File: src/rtl/lb_pkg.sv
package lb_pkg;
   // Which half of the holding register a write addresses.
   typedef enum logic {
      HALF_HI = 1'b0,   // select low: second half, serial bits 17..32
      HALF_LO = 1'b1    // select high: first half, serial bits 1..16
   } half_e;

   localparam int unsigned NUM_HALVES = 2;

   function automatic half_e sel_to_half(input logic sel);
      return sel ? HALF_LO : HALF_HI;
   endfunction
endpackage

File: src/rtl/lb_strobe_sync.sv
// Brings an asynchronous active-low strobe into the clock domain and
// pulses for one cycle at the end of each low pulse.
module lb_strobe_sync #(
   parameter int unsigned STAGES = 2
) (
   input  logic clk,
   input  logic rst_n,
   input  logic strobe_n,
   output logic done_pulse
);
   localparam int unsigned CHAIN_W = STAGES + 1;

   logic [CHAIN_W-1:0] chain_q;

   generate
      if (STAGES < 2) begin : g_bad_depth
         $error("lb_strobe_sync: STAGES must be at least 2");
      end
   endgenerate

   // The chain resets to the idle (high) level so that no edge is seen at reset.
   always_ff @(posedge clk or negedge rst_n) begin
      if (!rst_n) begin
         chain_q <= '1;
      end else begin
         chain_q <= {chain_q[CHAIN_W-2:0], strobe_n};
      end
   end

   // Low-to-high transition after the synchronizing stages.
   assign done_pulse = chain_q[STAGES-1] & ~chain_q[STAGES];
endmodule

File: src/rtl/lb_half_reg.sv
// One half of the holding register with its own valid flag.
module lb_half_reg #(
   parameter int unsigned W = 16
) (
   input  logic         clk,
   input  logic         rst_n,
   input  logic         load,
   input  logic         clear,
   input  logic [W-1:0] din,
   output logic [W-1:0] q,
   output logic         valid
);
   generate
      if (W < 1) begin : g_bad_width
         $error("lb_half_reg: W must be positive");
      end
   endgenerate

   always_ff @(posedge clk or negedge rst_n) begin
      if (!rst_n) begin
         q     <= '0;
         valid <= 1'b0;
      end else begin
         if (load) begin
            q     <= din;
            valid <= 1'b1;
         end else if (clear) begin
            valid <= 1'b0;
         end
      end
   end
endmodule

File: src/rtl/two_word_load_buffer.sv
module two_word_load_buffer #(
   parameter int unsigned HALF_W      = 16,
   parameter int unsigned SYNC_STAGES = 2
) (
   input  logic                clk,
   input  logic                rst_n,
   input  logic [HALF_W-1:0]   host_data,
   input  logic                host_sel,
   input  logic                host_wr_n,
   output logic                host_ready,
   output logic [2*HALF_W-1:0] word_out,
   output logic                word_full,
   input  logic                take_ack
);
   import lb_pkg::*;

   localparam int unsigned WORD_W = NUM_HALVES * HALF_W;

   logic                  wr_done;
   logic                  full_q;
   logic [NUM_HALVES-1:0] half_valid;
   logic [NUM_HALVES-1:0] half_load;
   logic                  transfer;
   half_e                 target;

   lb_strobe_sync #(.STAGES(SYNC_STAGES)) u_sync (
      .clk        (clk),
      .rst_n      (rst_n),
      .strobe_n   (host_wr_n),
      .done_pulse (wr_done)
   );

   assign target   = sel_to_half(host_sel);
   assign transfer = full_q & take_ack;

   // Slot 0 = low half (serial bits 1..16), slot 1 = high half.
   generate
      for (genvar i = 0; i < NUM_HALVES; i++) begin : g_half
         localparam half_e SLOT = (i == 0) ? HALF_LO : HALF_HI;
         assign half_load[i] = wr_done & ~full_q & (target == SLOT);
         lb_half_reg #(.W(HALF_W)) u_half (
            .clk   (clk),
            .rst_n (rst_n),
            .load  (half_load[i]),
            .clear (transfer),
            .din   (host_data),
            .q     (word_out[i*HALF_W +: HALF_W]),
            .valid (half_valid[i])
         );
      end
   endgenerate

   assign full_q     = &half_valid;
   assign word_full  = full_q;
   assign host_ready = ~full_q;

   generate
      if (WORD_W != 2*HALF_W) begin : g_bad_word
         $error("two_word_load_buffer: word width mismatch");
      end
   endgenerate
endmodule

File: config.mk
export PLATFORM = sky130hd
export DESIGN_NAME = two_word_load_buffer
export DESIGN_NICKNAME = d
export VERILOG_FILES = /design/src/rtl/lb_pkg.sv /design/src/rtl/lb_strobe_sync.sv /design/src/rtl/lb_half_reg.sv /design/src/rtl/two_word_load_buffer.sv
export SDC_FILE = /design/constraint.sdc
export NUM_CORES = 1
export LEC_CHECK = 0
export CORE_ASPECT_RATIO = 2
export CORE_MARGIN = 2
export CORE_UTILIZATION = 40
export CTS_CLUSTER_DIAMETER = 40
export DETAILED_ROUTE_END_ITERATION = 7
export PLACE_DENSITY = 0.75
export SYNTH_ARGS = -nofsm -noshare
export SYNTH_HDL_FRONTEND = slang
export SYNTH_SLANG_ARGS = --single-unit
export TNS_END_PERCENT = 30
File: constraint.sdc
create_clock -name clk -period 1.9 [get_ports clk]
set_input_delay 0.57 -clock clk [delete_from_list [all_inputs] [get_ports clk]]
set_output_delay 0.57 -clock clk [all_outputs]
set_load 0.1 [all_outputs]
### After elaboration in Yosys (flattened, before gate mapping)

Index checks and enable logic that the tools add are counted.
Widths: inputs -> output; s select.

* muxes and demuxes: 4
* reduce and logical (&&, ||, !) cells: 3
* bitwise logic cells: 8

Operator list (count)
* $and 1x1->1: 5
* $mux 1: 4
* $reduce_bool 2->1: 2
* $not 1->1: 3
* $reduce_and 2->1: 1

* output and inout port bits: 34
* register bits after elaboration: 37
* bits of input ports: 21
* logic and storage cells: 20

### Longest topological paths before layout

* depth in word-level cells: 5
* mapped depth: 5
* mapped depth without buffers: 4

### Modules after synthesis

A second synthesis with hierarchy kept.

* cells, all modules: 83
* area total of the unflattened synthesis: 1492.7 sq um

Modules (own cells, without submodules)
* lb_half_reg: sequential area each 425.4 sq um, area each 683.2 sq um, times used 2, cells each 37
* lb_strobe_sync: sequential area each 78.8 sq um, area each 92.6 sq um, times used 1, cells each 4
* two_word_load_buffer: sequential area each 0.0 sq um, area each 33.8 sq um, times used 1, cells each 5

### Least setup slack after synthesis

Ideal clock, no wire load.

* path type: reg2reg
* start: register g_half[0].u_half.valid
* end: register g_half[0].u_half.q[0]
* period minus slack after synthesis: 2217 ps
* arrival: 2091 ps
* cell stages (with the launch flop): 6
* path buffers: 1
* required time: 1774 ps
* slack: -317 ps
* setup time: 126 ps
* path through: dfrtp_1 and2_4 inv_1 nand4b_4 buf_2 mux2_2

* longest elaborated chain between the ends: 4

RTL lines
* start, declared: RTL line lb_half_reg.sv:11 `output logic valid`
* start signal, assigned: RTL line lb_half_reg.sv:22 `valid <= 1'b0;`
* start signal, assigned: RTL line lb_half_reg.sv:26 `valid <= 1'b1;`
* start signal, assigned: RTL line lb_half_reg.sv:28 `valid <= 1'b0;`
* $reduce_and 2->1: RTL line two_word_load_buffer.sv:53 `assign full_q = &half_valid;`
* net word_full: RTL line two_word_load_buffer.sv:12 `output logic word_full,`
* $not 1->1
* net host_ready: RTL line two_word_load_buffer.sv:10 `output logic host_ready,`
* $and 1x1->1 (2 in a row): RTL line two_word_load_buffer.sv:40 `assign half_load[i] = wr_done & ~full_q & (target == SLOT);`
* end signal, assigned: RTL line lb_half_reg.sv:25 `q <= din;`
* end, declared: RTL line lb_half_reg.sv:10 `output logic [W-1:0] q,`

The timed path passes the listed nets, and every way through them passes these cells.
A chain may end at the register's enable or synchronous reset.

### Worst setup path after layout

* start: register g_half[1].u_half.valid
* end: output host_ready

* longest elaborated chain between the ends: 2

RTL lines
* start, declared: RTL line lb_half_reg.sv:11
* start signal, assigned: RTL line lb_half_reg.sv:22
* start signal, assigned: RTL line lb_half_reg.sv:26
* start signal, assigned: RTL line lb_half_reg.sv:28
* $reduce_and 2->1: RTL line two_word_load_buffer.sv:53
* $not 1->1: RTL line two_word_load_buffer.sv:55 `assign host_ready = ~full_q;`
* end, declared: RTL line two_word_load_buffer.sv:10

Every way passes these cells.

==> flow_metrics.py <==
metrics = {
    "synthesis": {
        "synth_top_cell_by_area": "dfrtp_1",
        "ys_seq_area_frac": 0.670,
        "ys_dominant_reg_cell": "dfrtp_1",
        "synth_edf_count": 0,
        "synth_area_leaders": "dfrtp_1, mux2_2, dfstp_2",
        "syn_nets": 100,
        "synth_seq_cells": 37,
        "syn_avg_cell_area_um2": 17.6,
        "netlist_instances": 79,
        "synth_top_area_share": 0.613,
        "netlist_area_um2": 1390,
        "synth_common_cells": "dfrtp_1, mux2_2, dfstp_2",
        "yosysMostFrequentCell": "dfrtp_1",
        "synth-async-reset-ratio": 1.00,
        "ys_warn_count": 0,
        "synth_cell_types": 12,
    },
    "setup_path": {
        "critPathLaunch": "g_half[1].u_half.valid$_DFFE_PN0P_",
        "reg2reg_setup_slack_ns": 0.39,
        "critPathMaxFanout": 3,
        "critPathKind": "reg -> out",
        "start_kind": "flop",
        "crit_arrival_ns": 1.19,
        "cp-end-kind": "primary output",
        "cp.required_ns": 1.33,
        "r2r-start": "g_half[1].u_half.valid$_DFFE_PN0P_",
    },
    "floorplan": {
        "num_rows": 30,
        "die_h_um": 87.3,
        "core_area_um2": 3340,
        "die_w_um": 45.6,
        "die-area_um2": 3980,
        "ioPinCount": 55,
        "initial_core_util": 0.415,
    },
    "detailed_routing": {
        "vias_per_cell": 5.14,
        "drt_iter0_drc": 5,
        "post_drt_wl_per_cell_um": 17.1,
        "drc": 0,
        "drtAntennaViolNets": 0,
        "dr_total_vias": 909,
        "dr.pass1.iters": 4,
        "routed_wl_um": 3030,
    },
    "timing": {
        "hold_viol": 0,
        "fin_crit_sh": 0.925,
        "tightestPinTransition_ns": 0.459,
        "setup_viol": 0,
        "slew_viol_final": 0,
        "skew_ns": 0.00227,
        "max_freq_mhz": 569,
        "period_needed_ns": 1.76,
        "rsz0062_at_grt": "false",
        "max-slew-margin-rel": 0.694,
    },
    "clock_network": {
        "cts_buffers": 5,
        "cts_tree": "done",
        "cts_resized": 0,
        "cts_max_level": 2,
        "cts_root_buf": "clkbuf_8",
        "cts_sinks": 37,
        "hold_buffers": 0,
        "postCtsSetupBuffers": 0,
        "clkTransAtPathRegs_ns": 0.07,
        "clockBufferDepth": 2,
        "clkLatencyLatePin_ns": 0.28,
    },
    "global_routing": {
        "grt_pass1_vias": 1039,
        "grt.total_usage": 0.180,
        "grt_first_pass_wirelength_um": 5130,
        "grt_overflow": 0,
        "grt_max_degree": 38,
        "antenna_found_initial": 0,
    },
    "finish": {
        "diodes": 0,
        "final_nets": 165,
        "design_area_um2": 2480,
        "area_delta_synth_final_pct": 79.0,
        "layout-drive-gt1-share": 0.614,
        "finalCoreUtilization": 0.743,
    },
    "placement": {
        "placed_area_um2": 2380,
        "place_hpwl_um": 2340,
        "gp_congestion": 0.707,
        "io_buffers": 54,
    },
    "status": {
        "outcome": "finished, final reports clean",
    },
    "hold_path": {
        "min_path_type": "in -> async",
    },
    "job": {
        "drv_cap": 0,
    },
}
==> layout by cell type, fill, tap and decap left out <==
| master | instances |
|---|---|
| clkinvlp_4 | 1 |
| buf_12 | 35 |
| clkbuf_8 | 7 |
| buf_4 | 5 |
| nand3_1 | 1 |
| dfrtp_1 | 34 |
| nand2_1 | 2 |
| a21o_2 | 1 |
| and2_4 | 1 |
| mux2_4 | 9 |
| mux2_2 | 23 |
| nor4b_4 | 1 |
| buf_2 | 1 |
| clkdlybuf4s50_1 | 19 |
| clkinv_2 | 1 |
| dfstp_2 | 3 |
| nand4b_4 | 1 |
==> worst max-delay path, cell delays in order (launching register included) <==
cell	delay (ns)
dfrtp_1	0.37
and2_4	0.21
clkinvlp_4	0.14
buf_12	0.19
==> final timing paths <==
path,cells past startpoint,endpoint
min in group clk,0,u_sync.chain_q[1]$_DFF_PN1_
max reg2reg,4,g_half[1].u_half.q[14]$_DFFE_PN0P_
min reg2reg,0,u_sync.chain_q[1]$_DFF_PN1_
max,3,host_ready
max in group asynchronous,2,u_sync.chain_q[2]$_DFF_PN1_
min,2,g_half[0].u_half.q[9]$_DFFE_PN0P_
==> cells by family (layout without fill, tap and decap cells) <==
| family | Yosys count | in the layout | share of synthesized area |
|---|---|---|---|
| AOI/OAI and AO/OA | 1 | 1 | 0.00631 |
| buffers and inverters | 3 | 69 | 0.0144 |
| DFF | 37 | 37 | 0.670 |
| muxes | 32 | 32 | 0.260 |
| and+or+nand+nor | 6 | 6 | 0.0496 |
==> sequential cells by signal (all words and copies together), names as in the netlist <==
register / count
g_half.u_half.q: 32
g_half.u_half.valid: 2
u_sync.chain_q: 3
==> area by class of cell <==
class | count | area, µm²
repair buffers | 60 | 933
fillers | 200 | 857
flip-flops and latches | 37 | 930
clock buffers | 7 | 96.3
clock inverters | 1 | 5.00
inverters | 1 | 7.51
well taps | 32 | 40.0
multi-input cells | 39 | 472
==> layer usage <==
metal  part of all wire  up-vias  global-route usage  routed length (µm)
li1                   -      407                   -                   -
met1               0.34      457               0.190                1020
met2               0.58       43               0.315                1750
met3              0.079        2              0.0622                 238
met4             0.0089        0              0.0588                  27
met5                  0        -                   0                   0
==> stage by stage <==
step                      setup TNS, ns  instances  setup WS [ns]  hold WS (ns)
after floorplan                   -3.79         79         -0.288         0.274
after global placement            -2.38        169         -0.129         0.347
after detailed placement          -2.88        169         -0.145         0.349
after CTS                             0        177          0.121         0.338
after global routing                  0        177         0.0790         0.365
final                                 0        177          0.142         0.329
Power is left out: the tool's default activity adds up to more than one toggle a clock period on the data nets, which glitch-free logic cannot reach.
